<file path="src/rtl/hdlc_af_pkg.sv">
package hdlc_af_pkg;
   typedef enum logic [2:0] {
      FS_IDLE,
      FS_WAIT2,
      FS_PASS1,
      FS_PASS2,
      FS_DROP
   } fstate_t;
endpackage

</file>
<file path="src/rtl/adf_match.sv">
module adf_match #(
   parameter int BYTE_W   = 8,
   parameter bit SEVEN_EN = 1'b1
) (
   input  logic                  addr_rec_en,
   input  logic                  seven_mode,
   input  logic [2*BYTE_W-1:0]   uniq_addr,
   input  logic [BYTE_W-1:0]     d,
   output logic                  one_byte,
   output logic                  first_ok,
   output logic                  lo_uniq,
   output logic                  lo_all,
   output logic                  hi_uniq,
   output logic                  hi_all
);
   localparam int HI_LSB = BYTE_W;

   logic seven_eff;
   logic seven_hit;

   generate
      if (SEVEN_EN) begin : g_seven
         assign seven_eff = seven_mode;
      end else begin : g_no_seven
         logic unused_seven;
         assign unused_seven = seven_mode;
         assign seven_eff    = 1'b0;
      end
   endgenerate

   always_comb begin
      lo_uniq   = (d == uniq_addr[BYTE_W-1:0]);
      lo_all    = &d;
      hi_uniq   = (d == uniq_addr[HI_LSB +: BYTE_W]);
      hi_all    = &d;
      seven_hit = d[0] & ((d[BYTE_W-1:1] == uniq_addr[BYTE_W-1:1]) | (&d[BYTE_W-1:1]));
      one_byte  = ~addr_rec_en | seven_eff;
      if (!addr_rec_en)   first_ok = 1'b1;
      else if (seven_eff) first_ok = seven_hit;
      else                first_ok = lo_uniq | lo_all;
   end
endmodule

</file>
<file path="src/rtl/adf_ctrl.sv">
module adf_ctrl (
   input  logic clk,
   input  logic rst_n,
   input  logic fifo_rst,
   input  logic start,
   input  logic rx_enable,
   input  logic busy,
   output logic hold_q,
   output logic rx_active
);
   always_ff @(posedge clk or negedge rst_n) begin
      if (!rst_n)        hold_q <= 1'b0;
      else if (fifo_rst) hold_q <= 1'b1;
      else if (start)    hold_q <= 1'b0;
   end

   assign rx_active = ~hold_q & (rx_enable | busy);

   // a FIFO reset mutes the receiver in the following cycle
   a_r9_muted_after_reset: assert property (@(posedge clk) disable iff (!rst_n)
      fifo_rst |=> !rx_active);
endmodule

</file>
<file path="src/rtl/adf_frame.sv">
module adf_frame
   import hdlc_af_pkg::*;
#(
   parameter int BYTE_W = 8
) (
   input  logic              clk,
   input  logic              rst_n,
   input  logic              in_valid,
   input  logic              rx_clk_en,
   input  logic              fifo_rst,
   input  logic              rx_enable,
   input  logic              hold_q,
   input  logic              in_sof,
   input  logic              in_eof,
   input  logic [BYTE_W-1:0] in_data,
   input  logic              one_byte,
   input  logic              first_ok,
   input  logic              lo_uniq,
   input  logic              lo_all,
   input  logic              hi_uniq,
   input  logic              hi_all,
   output logic              out_valid,
   output logic [BYTE_W-1:0] out_data,
   output logic              out_eof,
   output logic              frame_drop,
   output logic              fifo_flush,
   output logic              busy,
   output logic              start
);
   fstate_t           st;
   logic [BYTE_W-1:0] stage;
   logic              mu_q, ma_q, flush_q;
   logic              take, cont, pair_ok;

   always_comb begin
      take    = in_valid & rx_clk_en & ~fifo_rst & ~flush_q;
      start   = take & in_sof & rx_enable;
      cont    = take & ~in_sof & ~hold_q & (st != FS_IDLE);
      pair_ok = (mu_q & hi_uniq) | (ma_q & hi_all);
      busy    = (st != FS_IDLE);
   end

   always_ff @(posedge clk or negedge rst_n) begin
      if (!rst_n) begin
         st         <= FS_IDLE;
         stage      <= '0;
         mu_q       <= 1'b0;
         ma_q       <= 1'b0;
         flush_q    <= 1'b0;
         out_valid  <= 1'b0;
         out_data   <= '0;
         out_eof    <= 1'b0;
         frame_drop <= 1'b0;
         fifo_flush <= 1'b0;
      end else begin
         out_valid  <= 1'b0;
         out_eof    <= 1'b0;
         frame_drop <= 1'b0;
         fifo_flush <= 1'b0;
         flush_q    <= 1'b0;
         if (fifo_rst) begin
            st         <= FS_IDLE;
            fifo_flush <= 1'b1;
         end else if (flush_q) begin
            out_valid <= 1'b1;
            out_data  <= stage;
            out_eof   <= 1'b1;
         end else if (start) begin
            if (one_byte) begin
               if (first_ok) begin
                  out_valid <= 1'b1;
                  out_data  <= in_data;
                  out_eof   <= in_eof;
                  st        <= in_eof ? FS_IDLE : FS_PASS1;
               end else begin
                  frame_drop <= 1'b1;
                  st         <= in_eof ? FS_IDLE : FS_DROP;
               end
            end else if ((lo_uniq | lo_all) && !in_eof) begin
               stage <= in_data;
               mu_q  <= lo_uniq;
               ma_q  <= lo_all;
               st    <= FS_WAIT2;
            end else begin
               frame_drop <= 1'b1;
               st         <= in_eof ? FS_IDLE : FS_DROP;
            end
         end else if (take && in_sof) begin
            st <= FS_IDLE;
         end else if (cont) begin
            case (st)
               FS_PASS1: begin
                  out_valid <= 1'b1;
                  out_data  <= in_data;
                  out_eof   <= in_eof;
                  if (in_eof) st <= FS_IDLE;
               end
               FS_WAIT2: begin
                  if (pair_ok) begin
                     out_valid <= 1'b1;
                     out_data  <= stage;
                     stage     <= in_data;
                     flush_q   <= in_eof;
                     st        <= in_eof ? FS_IDLE : FS_PASS2;
                  end else begin
                     frame_drop <= 1'b1;
                     st         <= in_eof ? FS_IDLE : FS_DROP;
                  end
               end
               FS_PASS2: begin
                  out_valid <= 1'b1;
                  out_data  <= stage;
                  stage     <= in_data;
                  flush_q   <= in_eof;
                  if (in_eof) st <= FS_IDLE;
               end
               FS_DROP: if (in_eof) st <= FS_IDLE;
               default: st <= FS_IDLE;
            endcase
         end
      end
   end

   // a discard pulse never coincides with a FIFO write
   a_r5_drop_silent: assert property (@(posedge clk) disable iff (!rst_n)
      frame_drop |-> !out_valid);
   // a FIFO reset gives a flush and no write in the next cycle
   a_r9_flush_no_write: assert property (@(posedge clk) disable iff (!rst_n)
      fifo_rst |=> (fifo_flush && !out_valid));
   // a gated byte leaves the outputs quiet
   a_r10_gated_byte: assert property (@(posedge clk) disable iff (!rst_n)
      (!rx_clk_en && !flush_q && !fifo_rst) |=> (!out_valid && !frame_drop));
   // an end marker only travels with data
   a_r2_eof_has_data: assert property (@(posedge clk) disable iff (!rst_n)
      out_eof |-> out_valid);
   // the trailing byte of a two-byte-mode frame comes out two cycles late
   a_r3_lag_then_last: assert property (@(posedge clk) disable iff (!rst_n)
      (st == FS_PASS2 && cont && in_eof) |=> (out_valid && !out_eof));
   a_r3_flush_last: assert property (@(posedge clk) disable iff (!rst_n)
      (flush_q && !fifo_rst) |=> (out_valid && out_eof));
endmodule

</file>
<file path="src/rtl/hdlc_addr_filter.sv">
module hdlc_addr_filter #(
   parameter int BYTE_W   = 8,
   parameter bit SEVEN_EN = 1'b1
) (
   input  logic                clk,
   input  logic                rst_n,
   input  logic                rx_enable,
   input  logic                rx_clk_en,
   input  logic                fifo_rst,
   input  logic                addr_rec_en,
   input  logic                seven_mode,
   input  logic [2*BYTE_W-1:0] uniq_addr,
   input  logic                in_valid,
   input  logic [BYTE_W-1:0]   in_data,
   input  logic                in_sof,
   input  logic                in_eof,
   output logic                out_valid,
   output logic [BYTE_W-1:0]   out_data,
   output logic                out_eof,
   output logic                frame_drop,
   output logic                fifo_flush,
   output logic                rx_active
);
   generate
      if (BYTE_W < 2) begin : g_bad_width
         $error("hdlc_addr_filter: BYTE_W must be at least 2");
      end
   endgenerate

   logic one_byte, first_ok, lo_uniq, lo_all, hi_uniq, hi_all;
   logic hold_q, busy, start;

   adf_match #(.BYTE_W(BYTE_W), .SEVEN_EN(SEVEN_EN)) u_match (
      .addr_rec_en (addr_rec_en),
      .seven_mode  (seven_mode),
      .uniq_addr   (uniq_addr),
      .d           (in_data),
      .one_byte    (one_byte),
      .first_ok    (first_ok),
      .lo_uniq     (lo_uniq),
      .lo_all      (lo_all),
      .hi_uniq     (hi_uniq),
      .hi_all      (hi_all)
   );

   adf_ctrl u_ctrl (
      .clk       (clk),
      .rst_n     (rst_n),
      .fifo_rst  (fifo_rst),
      .start     (start),
      .rx_enable (rx_enable),
      .busy      (busy),
      .hold_q    (hold_q),
      .rx_active (rx_active)
   );

   adf_frame #(.BYTE_W(BYTE_W)) u_frame (
      .clk        (clk),
      .rst_n      (rst_n),
      .in_valid   (in_valid),
      .rx_clk_en  (rx_clk_en),
      .fifo_rst   (fifo_rst),
      .rx_enable  (rx_enable),
      .hold_q     (hold_q),
      .in_sof     (in_sof),
      .in_eof     (in_eof),
      .in_data    (in_data),
      .one_byte   (one_byte),
      .first_ok   (first_ok),
      .lo_uniq    (lo_uniq),
      .lo_all     (lo_all),
      .hi_uniq    (hi_uniq),
      .hi_all     (hi_all),
      .out_valid  (out_valid),
      .out_data   (out_data),
      .out_eof    (out_eof),
      .frame_drop (frame_drop),
      .fifo_flush (fifo_flush),
      .busy       (busy),
      .start      (start)
   );
endmodule

</file>
<file path="config.mk">
export PLATFORM = sky130hd
export DESIGN_NAME = hdlc_addr_filter
export DESIGN_NICKNAME = d
export VERILOG_FILES = /design/src/rtl/hdlc_af_pkg.sv /design/src/rtl/adf_match.sv /design/src/rtl/adf_ctrl.sv /design/src/rtl/adf_frame.sv /design/src/rtl/hdlc_addr_filter.sv
export SDC_FILE = /design/constraint.sdc
export NUM_CORES = 1
export LEC_CHECK = 0
export BUFFER_PORTS_ARGS = -buffer_cell sky130_fd_sc_hd__buf_2
export CAP_MARGIN = 20
export CORE_ASPECT_RATIO = 0.5
export CORE_UTILIZATION = 50
export DETAILED_ROUTE_END_ITERATION = 6
export GPL_ROUTABILITY_DRIVEN = 0
export PLACE_DENSITY = 0.86
export SETUP_SLACK_MARGIN = 0.05
export SLEW_MARGIN = 20
export SYNTH_ARGS = -nofsm -noshare
export SYNTH_HDL_FRONTEND = slang
export SYNTH_SLANG_ARGS = --single-unit
export TNS_END_PERCENT = 30
</file>
<file path="constraint.sdc">
create_clock -name clk -period 4.88 [get_ports clk]
set_input_delay 0.976 -clock clk [delete_from_list [all_inputs] [get_ports clk]]
set_output_delay 0.976 -clock clk [all_outputs]
set_load 0.03 [all_outputs]
</file>
==> results.yml <==
critical_path:
  worstPathMaxFanout: 8
  cp-start-kind: "primary input"
  required_ns: 5.04
  worst-setup-path-type: "in2reg"
  cp-end-kind: "flip-flop"
  crit_arrival_ns: 2.93
logic_synthesis:
  synth_common_cells: "27 x dfrtp_1, 24 x mux2_2, 15 x xnor2_1"
  synth_fa_ha_area_share_pct: 0
  synth_top_area_share_pct: 43.9
  synth_xor_area_share_pct: 9.10
  synth_compound_area_share_pct: 12.6
  synthSimpleGateAreaFrac_pct: 13.6
  syn-num-nets: 173
  syn_inst: 139
  yosysSeqAreaShare_pct: 43.9
  synthMuxAreaShare_pct: 18.9
  synth.area.top_cells: "dfrtp_1 44%, mux2_2 18%, xnor2_1 8.5%"
  yosysWarnings: 0
  syn-cell-area_um2: 1540
  synth-seq-cells: 27
  synth_enable_flop_cells: 0
  synth_area_per_cell_um2: 11.1
  synth_top_family_by_area: "multiplexers"
  yosysUniqueCellTypes: 39
  synth_flop_cell: "dfrtp_1"
  synth_most_common_cell: "dfrtp_1"
  synthArstFlopShare_pct: 100
  yosysTopAreaCell: "dfrtp_1"
power:
  ir_drop_mv: 0.112
  comb_power_share_pct: 18.5
  leakage_nw: 0.869
  power_frac_seq_pct: 52.9
  p_sw_share_pct: 27.3
  internal_power_uw: 323
  power_density_nw_per_um2: 241
  total_power_uw: 444
  clkPwrFrac_pct: 28.6
  switching_power_uw: 121
sta:
  finalCritPeriodShare_pct: 56.8
  finClkSkew_ns: 0.00439
  tns_ns: 0
  grt_setup_unrepaired: "false"
  fmax_ghz: 0.361
  max_slew.worst_pin.slew_ns: 0.611
  slew-limit-headroom_pct: 59.2
  finalSetupViolCount: 0
  period_needed_ns: 2.77
  final_hold_viol_count: 0
  slew_viol_final: 0
run:
  maxCapViolCount: 0
clock_network:
  cts_sinks: 27
  post_cts_buffers: 0
  cts_root_buffer: "clkbuf_8"
  clkTransAtPathRegs_ns: 0.09
  clk_latency_ns: 0.27
  cts.htree.levels: 1
  ctsHoldBuffers: 0
  cts_buffers: 3
  cts_resized: 0
  tritoncts: "yes"
  clockBufferDepth: 2
cells_and_area:
  fin_nets: 220
  finish.utilization_pct: 67.1
  final_layout_size_suffix_gt1_share_pct: 43.8
  diodes: 0
  seqCellArea_um2: 676
  fillers: 214
  top_regs: "u_frame.out_data: 8 flops, u_frame.stage: 8 flops, u_frame.st: 3 flops"
  syn2layout_area_growth_pct: 19.7
  multiInputGateArea_um2: 835
global_routing:
  track_usage_pct: 22.2
  antenna_found_initial: 0
  grt_pass1_vias: 1159
  grt_overflow: 0
  grt_max_degree: 28
  grt_pass1_wl_um: 5180
floorplanning:
  fp.dieH_um: 41.2
  num_rows: 13
  start_util_pct: 56.0
  io_pins: 47
  die_area_um2: 3320
  placeableCoreArea_um2: 2750
  fp.dieW_um: 80.5
run_status:
  outcome: "completed"
placed_design:
  hpwl_um: 2580
  io_buffer_count: 46
worst_hold_path:
  hp-class: "reg2reg"
detailed_routing:
  first_pass_iters: 6
  ant_nets: 0
  vias_per_cell: 5.71
  drtIter0Drc: 43
  drcViolationCount: 0
  vias: 1268
  drt-total-wl_um: 3380
  routedWlPerCell_um: 15.2
## final cells by class
type                       instances  area share (%)
sequential                        27            36.6
clock buffer                       3            2.24
clock inverter                     1           0.271
tap                               37            2.51
multi-input combinational        105            45.3
inverter                           3           0.611
timing repair buffer              46            12.5
## worst max-delay path, cell delays in order
cell     delay (ns)
buf_2          0.16
nor2_1         0.12
and4_1         0.35
nand2_2        0.16
a21oi_2        0.47
mux2_2         0.39
mux2_1         0.29
## metrics by stage
stage               setup WS, ns  area, um2  hold slack [ns]  instances
global route                2.04       1840            0.514        222
finish                      2.11       1840            0.496        222
CTS                         2.13       1840            0.500        222
floorplan                   2.15       1540            0.473        139
detailed placement          1.86       1800            0.471        218
global placement            1.89       1800            0.478        218
## placed cells by master (no fill, tap or decap), types with 4 or more instances in the layout
master,instances
buf_2,46
dfrtp_1,27
mux2_2,24
nand2_1,5
nand3_1,6
nor2_1,13
o21ai_0,4
xnor2_1,15
## power by group through the flow
stage                     clock network, mW  logic, mW  registers [mW]
after CTS                             0.131     0.0828           0.235
after floorplan                           0     0.0306           0.254
final                                 0.127     0.0821           0.235
after global placement                    0     0.0813           0.239
after global routing                  0.141     0.0893           0.236
after detailed placement                  0     0.0825           0.240
## final timing paths
kind / startpoint / to / slack, ns / cells after the start
hold / removal: u_frame.out_data[4]$_DFFE_PN0P_ / u_frame.out_data[4]$_DFFE_PN0P_ / 0.50 / 1
max in group asynchronous: rst_n / u_frame.mu_q$_DFFE_PN0P_ / 3.78 / 1
setup / recovery: fifo_rst / u_frame.out_data[4]$_DFFE_PN0P_ / 2.11 / 7
min in group asynchronous: rst_n / u_frame.out_data[1]$_DFFE_PN0P_ / 0.70 / 1
hold reg to reg: u_frame.out_data[4]$_DFFE_PN0P_ / u_frame.out_data[4]$_DFFE_PN0P_ / 0.50 / 1
setup reg to reg: u_frame.flush_q$_DFF_PN0_ / u_frame.out_data[4]$_DFFE_PN0P_ / 2.45 / 6
## per-layer routing
layer	global-route usage, %	routed length [um]
met4	7.14	0
met5	0	0
met1	25.6	1510
met3	6.22	170
met2	41.9	1700
## cell families (layout without fill, tap and decap cells)
group | Yosys count | after routing
AND/OR/NAND/NOR | 40 | 40
flip-flops | 27 | 27
AO/OA/AOI/OAI | 23 | 23
XOR/XNOR | 16 | 16
multiplexers | 26 | 26
buffers and inverters | 7 | 53
Power figures use the tool's default switching activity.
